--- src/rtl/spi_evt_pkg.sv ---
package spi_evt_pkg;
  typedef enum logic [1:0] {
    ADDR_MODE = 2'd0,
    ADDR_EVT  = 2'd1,
    ADDR_MASK = 2'd2,
    ADDR_RSVD = 2'd3
  } reg_addr_e;

  localparam int WORD_W      = 32;
  localparam int FIELD_W     = 6;
  localparam int RXCNT_LSB   = 24;
  localparam int TXCNT_LSB   = 16;
  localparam int FLAG_LSB    = 8;
  localparam int NFLAG       = 2;
  localparam int FLAG_NF     = 0;
  localparam int FLAG_NE     = 1;
  localparam int MODE_EN_BIT = 31;
  localparam int MODE_LB_BIT = 30;
  localparam int TXTHR_LSB   = 8;
  localparam int RXTHR_LSB   = 0;
endpackage

--- src/rtl/spi_mode_regs.sv ---
module spi_mode_regs
  import spi_evt_pkg::*;
#(
  parameter int THR_W     = 6,
  parameter int TXTHR_RST = 4,
  parameter int RXTHR_RST = 3
) (
  input  logic             clk,
  input  logic             rst_n,
  input  logic             wr_en,
  input  logic             en_in,
  input  logic             lb_in,
  input  logic [THR_W-1:0] txthr_in,
  input  logic [THR_W-1:0] rxthr_in,
  output logic             en_q,
  output logic             lb_q,
  output logic [THR_W-1:0] txthr_q,
  output logic [THR_W-1:0] rxthr_q
);
  logic             en_d, lb_d;
  logic [THR_W-1:0] txthr_d, rxthr_d;

  always_comb begin
    en_d    = en_q;
    lb_d    = lb_q;
    txthr_d = txthr_q;
    rxthr_d = rxthr_q;
    if (wr_en) begin
      en_d    = en_in;
      lb_d    = lb_in;
      txthr_d = txthr_in;
      rxthr_d = rxthr_in;
    end
  end

  always_ff @(posedge clk or negedge rst_n) begin
    if (!rst_n) begin
      en_q    <= 1'b0;
      lb_q    <= 1'b0;
      txthr_q <= THR_W'(TXTHR_RST);
      rxthr_q <= THR_W'(RXTHR_RST);
    end else begin
      en_q    <= en_d;
      lb_q    <= lb_d;
      txthr_q <= txthr_d;
      rxthr_q <= rxthr_d;
    end
  end


  mode_hold_chk: assert property (@(posedge clk) disable iff (!rst_n)
    !wr_en |=> ($stable(en_q) && $stable(txthr_q) && $stable(rxthr_q)));
endmodule

--- src/rtl/spi_evt_flags.sv ---
module spi_evt_flags
  import spi_evt_pkg::*;
#(
  parameter int N = NFLAG
) (
  input  logic         clk,
  input  logic         rst_n,
  input  logic [N-1:0] cond,
  input  logic [N-1:0] clr,
  output logic [N-1:0] flag_q
);
  for (genvar i = 0; i < N; i++) begin : g_flag
    logic flag_d;

    always_comb begin
      flag_d = flag_q[i];
      if (clr[i])  flag_d = 1'b0;
      if (cond[i]) flag_d = 1'b1;
    end

    always_ff @(posedge clk or negedge rst_n) begin
      if (!rst_n) flag_q[i] <= 1'b0;
      else        flag_q[i] <= flag_d;
    end


    flag_live_chk: assert property (@(posedge clk) disable iff (!rst_n)
      cond[i] |=> flag_q[i]);

    flag_rise_chk: assert property (@(posedge clk) disable iff (!rst_n)
      $rose(flag_q[i]) |-> $past(cond[i]));

    flag_keep_chk: assert property (@(posedge clk) disable iff (!rst_n)
      (flag_q[i] && !clr[i]) |=> flag_q[i]);
  end
endmodule

--- src/rtl/spi_irq_ctrl.sv ---
module spi_irq_ctrl
  import spi_evt_pkg::*;
#(
  parameter int N = NFLAG
) (
  input  logic         clk,
  input  logic         rst_n,
  input  logic         mask_wr,
  input  logic [N-1:0] mask_in,
  input  logic [N-1:0] flags,
  output logic [N-1:0] mask_q,
  output logic         irq_q
);
  logic [N-1:0] mask_d;
  logic         irq_d;

  always_comb begin
    mask_d = mask_wr ? mask_in : mask_q;
    irq_d  = |(flags & mask_q);
  end

  always_ff @(posedge clk or negedge rst_n) begin
    if (!rst_n) begin
      mask_q <= '0;
      irq_q  <= 1'b0;
    end else begin
      mask_q <= mask_d;
      irq_q  <= irq_d;
    end
  end


  irq_masked_off_chk: assert property (@(posedge clk) disable iff (!rst_n)
    (mask_q == '0) |=> !irq_q);

  irq_no_flag_chk: assert property (@(posedge clk) disable iff (!rst_n)
    (flags == '0) |=> !irq_q);
endmodule

--- src/rtl/spi_evt_irq_unit.sv ---
module spi_evt_irq_unit
  import spi_evt_pkg::*;
#(
  parameter int FIFO_WORDS = 8,
  parameter int THR_W      = 6
) (
  input  logic                   clk,
  input  logic                   rst_n,
  input  logic [1:0]             reg_addr,
  input  logic                   reg_wr,
  input  logic [WORD_W-1:0]      reg_wdata,
  output logic [WORD_W-1:0]      reg_rdata,
  input  logic [FIELD_W-1:0]     rx_byte_cnt,
  input  logic [FIELD_W-1:0]     tx_byte_cnt,
  output logic                   ctrl_en,
  output logic                   loopback,
  output logic [THR_W-1:0]       tx_thresh,
  output logic [THR_W-1:0]       rx_thresh,
  output logic                   fifo_flush,
  output logic                   irq
);
  localparam int CAP_BYTES = FIFO_WORDS * 4;

  logic             wr_mode, wr_evt, wr_mask;
  logic [NFLAG-1:0] cond, clr, flags, mask_q;
  logic [FIELD_W-1:0] rx_g, tx_g;
  logic [WORD_W-1:0]  mode_word, evt_word, mask_word;

  always_comb begin
    wr_mode = reg_wr && (reg_addr == ADDR_MODE);
    wr_evt  = reg_wr && (reg_addr == ADDR_EVT);
    wr_mask = reg_wr && (reg_addr == ADDR_MASK);
  end

  spi_mode_regs #(.THR_W(THR_W), .TXTHR_RST(4), .RXTHR_RST(3)) mode_i (
    .clk      (clk),
    .rst_n    (rst_n),
    .wr_en    (wr_mode),
    .en_in    (reg_wdata[MODE_EN_BIT]),
    .lb_in    (reg_wdata[MODE_LB_BIT]),
    .txthr_in (reg_wdata[TXTHR_LSB +: THR_W]),
    .rxthr_in (reg_wdata[RXTHR_LSB +: THR_W]),
    .en_q     (ctrl_en),
    .lb_q     (loopback),
    .txthr_q  (tx_thresh),
    .rxthr_q  (rx_thresh)
  );

  always_comb begin
    fifo_flush    = !ctrl_en;
    rx_g          = ctrl_en ? rx_byte_cnt : '0;
    tx_g          = ctrl_en ? tx_byte_cnt : '0;
    cond          = '0;
    cond[FLAG_NE] = ctrl_en && (rx_byte_cnt != '0);
    cond[FLAG_NF] = ctrl_en && (int'(tx_byte_cnt) < CAP_BYTES);
    clr           = wr_evt ? reg_wdata[FLAG_LSB +: NFLAG] : '0;
  end

  spi_evt_flags #(.N(NFLAG)) flags_i (
    .clk    (clk),
    .rst_n  (rst_n),
    .cond   (cond),
    .clr    (clr),
    .flag_q (flags)
  );

  spi_irq_ctrl #(.N(NFLAG)) irq_i (
    .clk     (clk),
    .rst_n   (rst_n),
    .mask_wr (wr_mask),
    .mask_in (reg_wdata[FLAG_LSB +: NFLAG]),
    .flags   (flags),
    .mask_q  (mask_q),
    .irq_q   (irq)
  );

  always_comb begin
    mode_word = '0;
    mode_word[MODE_EN_BIT] = ctrl_en;
    mode_word[MODE_LB_BIT] = loopback;
    mode_word[TXTHR_LSB +: THR_W] = tx_thresh;
    mode_word[RXTHR_LSB +: THR_W] = rx_thresh;

    evt_word = '0;
    evt_word[RXCNT_LSB +: FIELD_W] = rx_g;
    evt_word[TXCNT_LSB +: FIELD_W] = tx_g;
    evt_word[FLAG_LSB +: NFLAG]    = flags;

    mask_word = '0;
    mask_word[FLAG_LSB +: NFLAG] = mask_q;

    case (reg_addr)
      ADDR_MODE: reg_rdata = mode_word;
      ADDR_EVT:  reg_rdata = evt_word;
      ADDR_MASK: reg_rdata = mask_word;
      default:   reg_rdata = '0;
    endcase
  end


  off_counts_zero_chk: assert property (@(posedge clk) disable iff (!rst_n)
    (!ctrl_en && reg_addr == ADDR_EVT) |->
      (reg_rdata[RXCNT_LSB +: FIELD_W] == '0 && reg_rdata[TXCNT_LSB +: FIELD_W] == '0));

  on_counts_live_chk: assert property (@(posedge clk) disable iff (!rst_n)
    (ctrl_en && reg_addr == ADDR_EVT) |-> (reg_rdata[RXCNT_LSB +: FIELD_W] == rx_byte_cnt));
endmodule

--- config.mk ---
export PLATFORM = sky130hd
export DESIGN_NAME = spi_evt_irq_unit
export DESIGN_NICKNAME = d
export VERILOG_FILES = /design/src/rtl/spi_evt_pkg.sv /design/src/rtl/spi_mode_regs.sv /design/src/rtl/spi_evt_flags.sv /design/src/rtl/spi_irq_ctrl.sv /design/src/rtl/spi_evt_irq_unit.sv
export SDC_FILE = /design/constraint.sdc
export NUM_CORES = 1
export LEC_CHECK = 0
export BUFFER_PORTS_ARGS = -buffer_cell sky130_fd_sc_hd__buf_2
export CAP_MARGIN = 40
export CORE_ASPECT_RATIO = 2
export CORE_MARGIN = 5
export CORE_UTILIZATION = 30
export CTS_CLUSTER_DIAMETER = 120
export DETAILED_ROUTE_END_ITERATION = 6
export PLACE_DENSITY_LB_ADDON = 0.05
export SYNTH_ARGS = -nofsm -noshare
export SYNTH_HDL_FRONTEND = slang
export SYNTH_SLANG_ARGS = --single-unit
--- constraint.sdc ---
create_clock -name clk -period 2.4 [get_ports clk]
set_input_delay 0.72 -clock clk [delete_from_list [all_inputs] [get_ports clk]]
set_output_delay 0.72 -clock clk [all_outputs]
set_load 0.01 [all_outputs]
# ---- Yosys cells after proc, flatten, opt, wreduce, memory -nomap -nowiden
# Index checks and enable logic that the tools add are counted.
dict set report totals {
  output_inout_bits 48
  rom_bits 0
  ramBits 0
  memories 0
  latchBits 0
  register_bits 19
  word_cells 31
  inputBits 49
}
dict set report op_classes {
  reduce_logical 11
  bitwise_logic 1
  n_lt_le_gt_ge 1
  div_mod_pow 0
  mul 0
  n_eq_ne 2
  mux 8
  shifts 0
  add_sub_neg 0
}
# op n
set op_table {}
lappend op_table {{$pmux 32 s3} 1}
lappend op_table {{$mux 6} 2}
lappend op_table {{$lt 6x6->1 const B} 1}
lappend op_table {{$reduce_bool 6->1} 1}
lappend op_table {{$logic_and 1x1->1} 5}
lappend op_table {{$mux 1} 4}
lappend op_table {{$reduce_bool 2->1} 2}
lappend op_table {{$and 2x2->2} 1}
lappend op_table {{$eq 2x1->1 const B} 1}
lappend op_table {{$eq 2x2->1 const B} 1}
lappend op_table {{$logic_not 2->1} 1}
lappend op_table {{$mux 2} 1}
lappend op_table {{$reduce_or 2->1} 1}
lappend op_table {{$logic_not 1->1} 1}

# ---- Logic depth before layout (Yosys ltp)
dict set report depth {
  depth_word 5
  mapped_depth 6
  mapped_depth_nobuf 3
}

# ---- Modules after synthesis
# A second synthesis with hierarchy kept.
dict set report hier_totals {
  hier_cells 92
  area_unflattened_um2 1032.2
}
# module cells_per_inst seq_area_each_um2 instances area_each_um2
set by_module_without_submodules {}
lappend by_module_without_submodules {spi_mode_regs 29 354.1 1 523.0}
lappend by_module_without_submodules {spi_evt_irq_unit 51 0.0 1 330.3}
lappend by_module_without_submodules {spi_irq_ctrl 6 75.1 1 106.4}
lappend by_module_without_submodules {spi_evt_flags 6 50.0 1 72.6}

# ---- Worst setup path after synthesis
# OpenSTA, ideal clock, no wires.
dict set report synth_timing {
  path_type {input to output}
  from {input reg_addr[0]}
  to {output reg_rdata[16]}
  arrival_time_ns 1.498
  t_required_ns 1.680
  setup_slack_ns 0.182
  stages 4
  n_path_buf 2
  cell_sequence {buf_4 > nor3b_1 > clkbuf_1 > and2_1}
}
dict set report synth_between {
  elab_chain_cells 2
  elab_cells_between_ends 4
  classes_between {eq/ne: 2; mux: 1; reduce/logical: 1}
}
# item line
set synth_rtl {}
lappend synth_rtl {{start: declaration} spi_evt_irq_unit.sv:9} ;# input logic [1:0] reg_addr,
lappend synth_rtl {{$eq 2x2->1 (tied with other cells)} spi_evt_irq_unit.sv:92} ;# case (reg_addr)
lappend synth_rtl {{$pmux 32 s3 (*)} spi_evt_irq_unit.sv:92}
lappend synth_rtl {{end: declaration} spi_evt_irq_unit.sv:12} ;# output logic [WORD_W-1:0] reg_rdata,
# Every way passes the cells marked *; elsewhere a longest branch is shown, timed or not.

# ---- Worst setup path in the final report
dict set report layout_timing {
  from {input reg_addr[0]}
  to {output reg_rdata[29]}
}
# Same word-level chain as after synthesis.

==> flow_summary.toml <==
[worst_setup_path]
r2r_setup_slack_ns = 1.62
path_cells = "buf_2, nor3b_1, buf_4, and2_1, buf_2"
slowest_delay_ns = 0.20
cp_max_fo = 12
reg2reg_from = "mode_i.txthr_q[0]"
crit_family = "buffers and inverters"
reg2reg_depth = 1
crit_cells = 5
worstPathBufferInverterCount = 3
r2r_end = "mode_i.txthr_q[0]"
end_kind = "primary output"
crit_path_start_kind = "primary input"
setup.worst_path.end = "reg_rdata[29]"
crit_arrival_ns = 1.54
slowest_stage = "nor3b_1"
startpoint = "reg_addr[0]"
path_class = "primary input to primary output"
cp.required_ns = 1.68
crit_path_frequent_cell = "buf_2"

[floorplanning]
die-width_um = 52.3
start_util_pct = 31.4
core_mm2 = 0.00342
num_io_pins = 97
dieArea_mm2 = 0.00494
die_h_um = 94.5
num_rows = 30

[clock_tree]
cts_tree = "built"
cts.sinks = 19
clockBufferDepth = 2
cts.htree.levels = 1
root_buffer = "clkbuf_8"
postCtsSetupBuffers = 0
cts_made_buffers = 3
hold_buffers = 0
insertion_delay_ns = 0.25
cts_resized = 0
clk_transition_reported_paths_ns = 0.07

[status]
outcome = "finished clean"

[timing]
grt_setup_unrepaired = "false"
finalClockSkew_ns = 0.00503
setup_tns_ns = 0
finalHoldViolCount = 0
post-route-period-util_pct = 94.2
fin_hold_ws_ns = 0.396
setup_violations = 0
finalCriticalPeriod_ns = 2.26
maxSlewViolCount = 0
fmax_mhz = 442

[run]
drv_cap = 0

[routing]
vias = 904
avgViaCountPerCell = 4.26
wl_um = 2730
antenna_left = 0
met3WireLength_um = 283
drc = 0
routed-wl-met2_um = 1480
top_layer_used = "met4"
wl_met1_um = 943
dr.pass1.iters = 4
wire_per_inst_um = 12.9
dr.first_iter.drc_count = 16

[power]
p_per_area_mw_per_mm2 = 632
ir_drop_uv = 245
p_leak_nw = 0.803

[yosys]
syn_area_per_cell_um2 = 11.6
syn_inst = 92
seq_area_frac_synth_pct = 44.7
synth_warnings = 0
synthFlopType = "dfrtp_1"
synth_area_mm2 = 0.00107
ys_seq_elements = 19
synth_edf_count = 0
async_reset_ff_share_pct = 100
yosysUniqueCellTypes = 22

[placement]
gp_congestion = 0.729
hpwl_um = 2290
port_buffers = 72

[min_path]
min_path_type = "primary input to asynchronous set/reset pin"

[global_routing]
grt_util_all_layers_pct = 11.5
antenna_found_initial = 0
overflow = 0
grt_pass1_wl_um = 4370
grt_max_degree = 20
grt_pass1_vias = 995

[finish]
area_growth_pct = 38.1
nFillCells = 347
final_nets = 214
drive_gt1_share_pct = 59.8
diodes = 0
-- per-stage QoR --
| stage | total power, W | instance area, um2 | setup slack [ns] | util [%] | instances |
|---|---|---|---|---|---|
| global placement | 0.000722 | 1430 | 0.153 | 42.0 | 208 |
| detailed placement | 0.000727 | 1430 | 0.137 | 42.0 | 208 |
| finish | 0.000934 | 1480 | 0.139 | 43.3 | 212 |
| floorplan | 0.000600 | 1090 | 0.182 | - | 97 |
| CTS | 0.000950 | 1480 | 0.118 | 43.3 | 212 |
| global route | 0.000997 | 1480 | 0.0335 | 43.3 | 212 |
-- where the power goes --
group / internal [W] / leakage [nW] / total, W / switching, W
Combinational: 0.000155 / 0.565 / 0.000288 / 0.000133
Sequential: 0.000387 / 0.215 / 0.000426 / 0.0000385
Clock: 0.000118 / 0.0228 / 0.000221 / 0.000103
-- how the worst min path moves through the flow --
stage                         to  slack (ns)
2_1_floorplan  flags_i.flag_q[0]        0.42
3_3_place_gp   mode_i.rxthr_q[4]        0.50
3_5_place_dp   mode_i.txthr_q[3]        0.51
4_1_cts        mode_i.rxthr_q[5]        0.41
5_1_grt        mode_i.txthr_q[4]        0.43
6_report       mode_i.rxthr_q[5]        0.40
-- routing by layer --
metal  vias to the layer above  global-route usage, %
met5                         -                      0
met4                         0                   5.12
met3                         2                   2.84
met2                        52                   21.5
met1                       417                   11.5
li1                        433                      -
-- cells in the final DEF (no fill, tap or decap), drive strengths merged --
cell type  instances
nor2b              1
o21ai              4
nand4b             2
mux2i              2
clkbuf             4
dfrtp             16
and2              24
nor3               2
inv                1
nor2               1
mux2              16
dfstp              3
or4                1
a22o               1
buf               74
nor3b              1
conb               6
nand2              5
-- cells in the mapped netlist, types with 2 or more instances --
library cell,n,area share [%]
mux2_4,10,14
clkbuf_1,2,0.70
and2_1,23,13
dfrtp_1,16,37
nor3_1,2,0.93
mux2_2,6,6.3
nand4b_1,2,1.6
o21ai_0,4,1.9
mux2i_1,2,1.9
nand2_1,5,1.8
dfstp_2,3,7.4
buf_4,7,4.9
-- cells by family (layout without fill, tap and decap cells) --
group	after synthesis	in the layout	share of synthesized area (%)
AOI/OAI and AO/OA	5	5	2.69
buffers and inverters	12	79	8.88
DFF	19	19	44.7
muxes	18	18	22.2
other	1	6	0.350
and+or+nand+nor	37	37	21.1
-- area by class of cell --
class,count,area (um2),area share [%]
Multi-Input combinational cell,66,515,34.9
Sequential cell,19,479,32.4
Timing Repair Buffer,74,375,25.4
Tap cell,48,60.1,4.06
Clock buffer,4,45.0,3.05
Inverter,1,3.75,0.254
-- sequential cells by signal, summed over array words and instances (netlist names) --
register and flops:
flags_i.flag_q 2, irq_i.irq_q 1, irq_i.mask_q 2, mode_i.en_q 1, mode_i.lb_q 1, mode_i.rxthr_q 6
mode_i.txthr_q 6
Power figures use the tool's default switching activity.
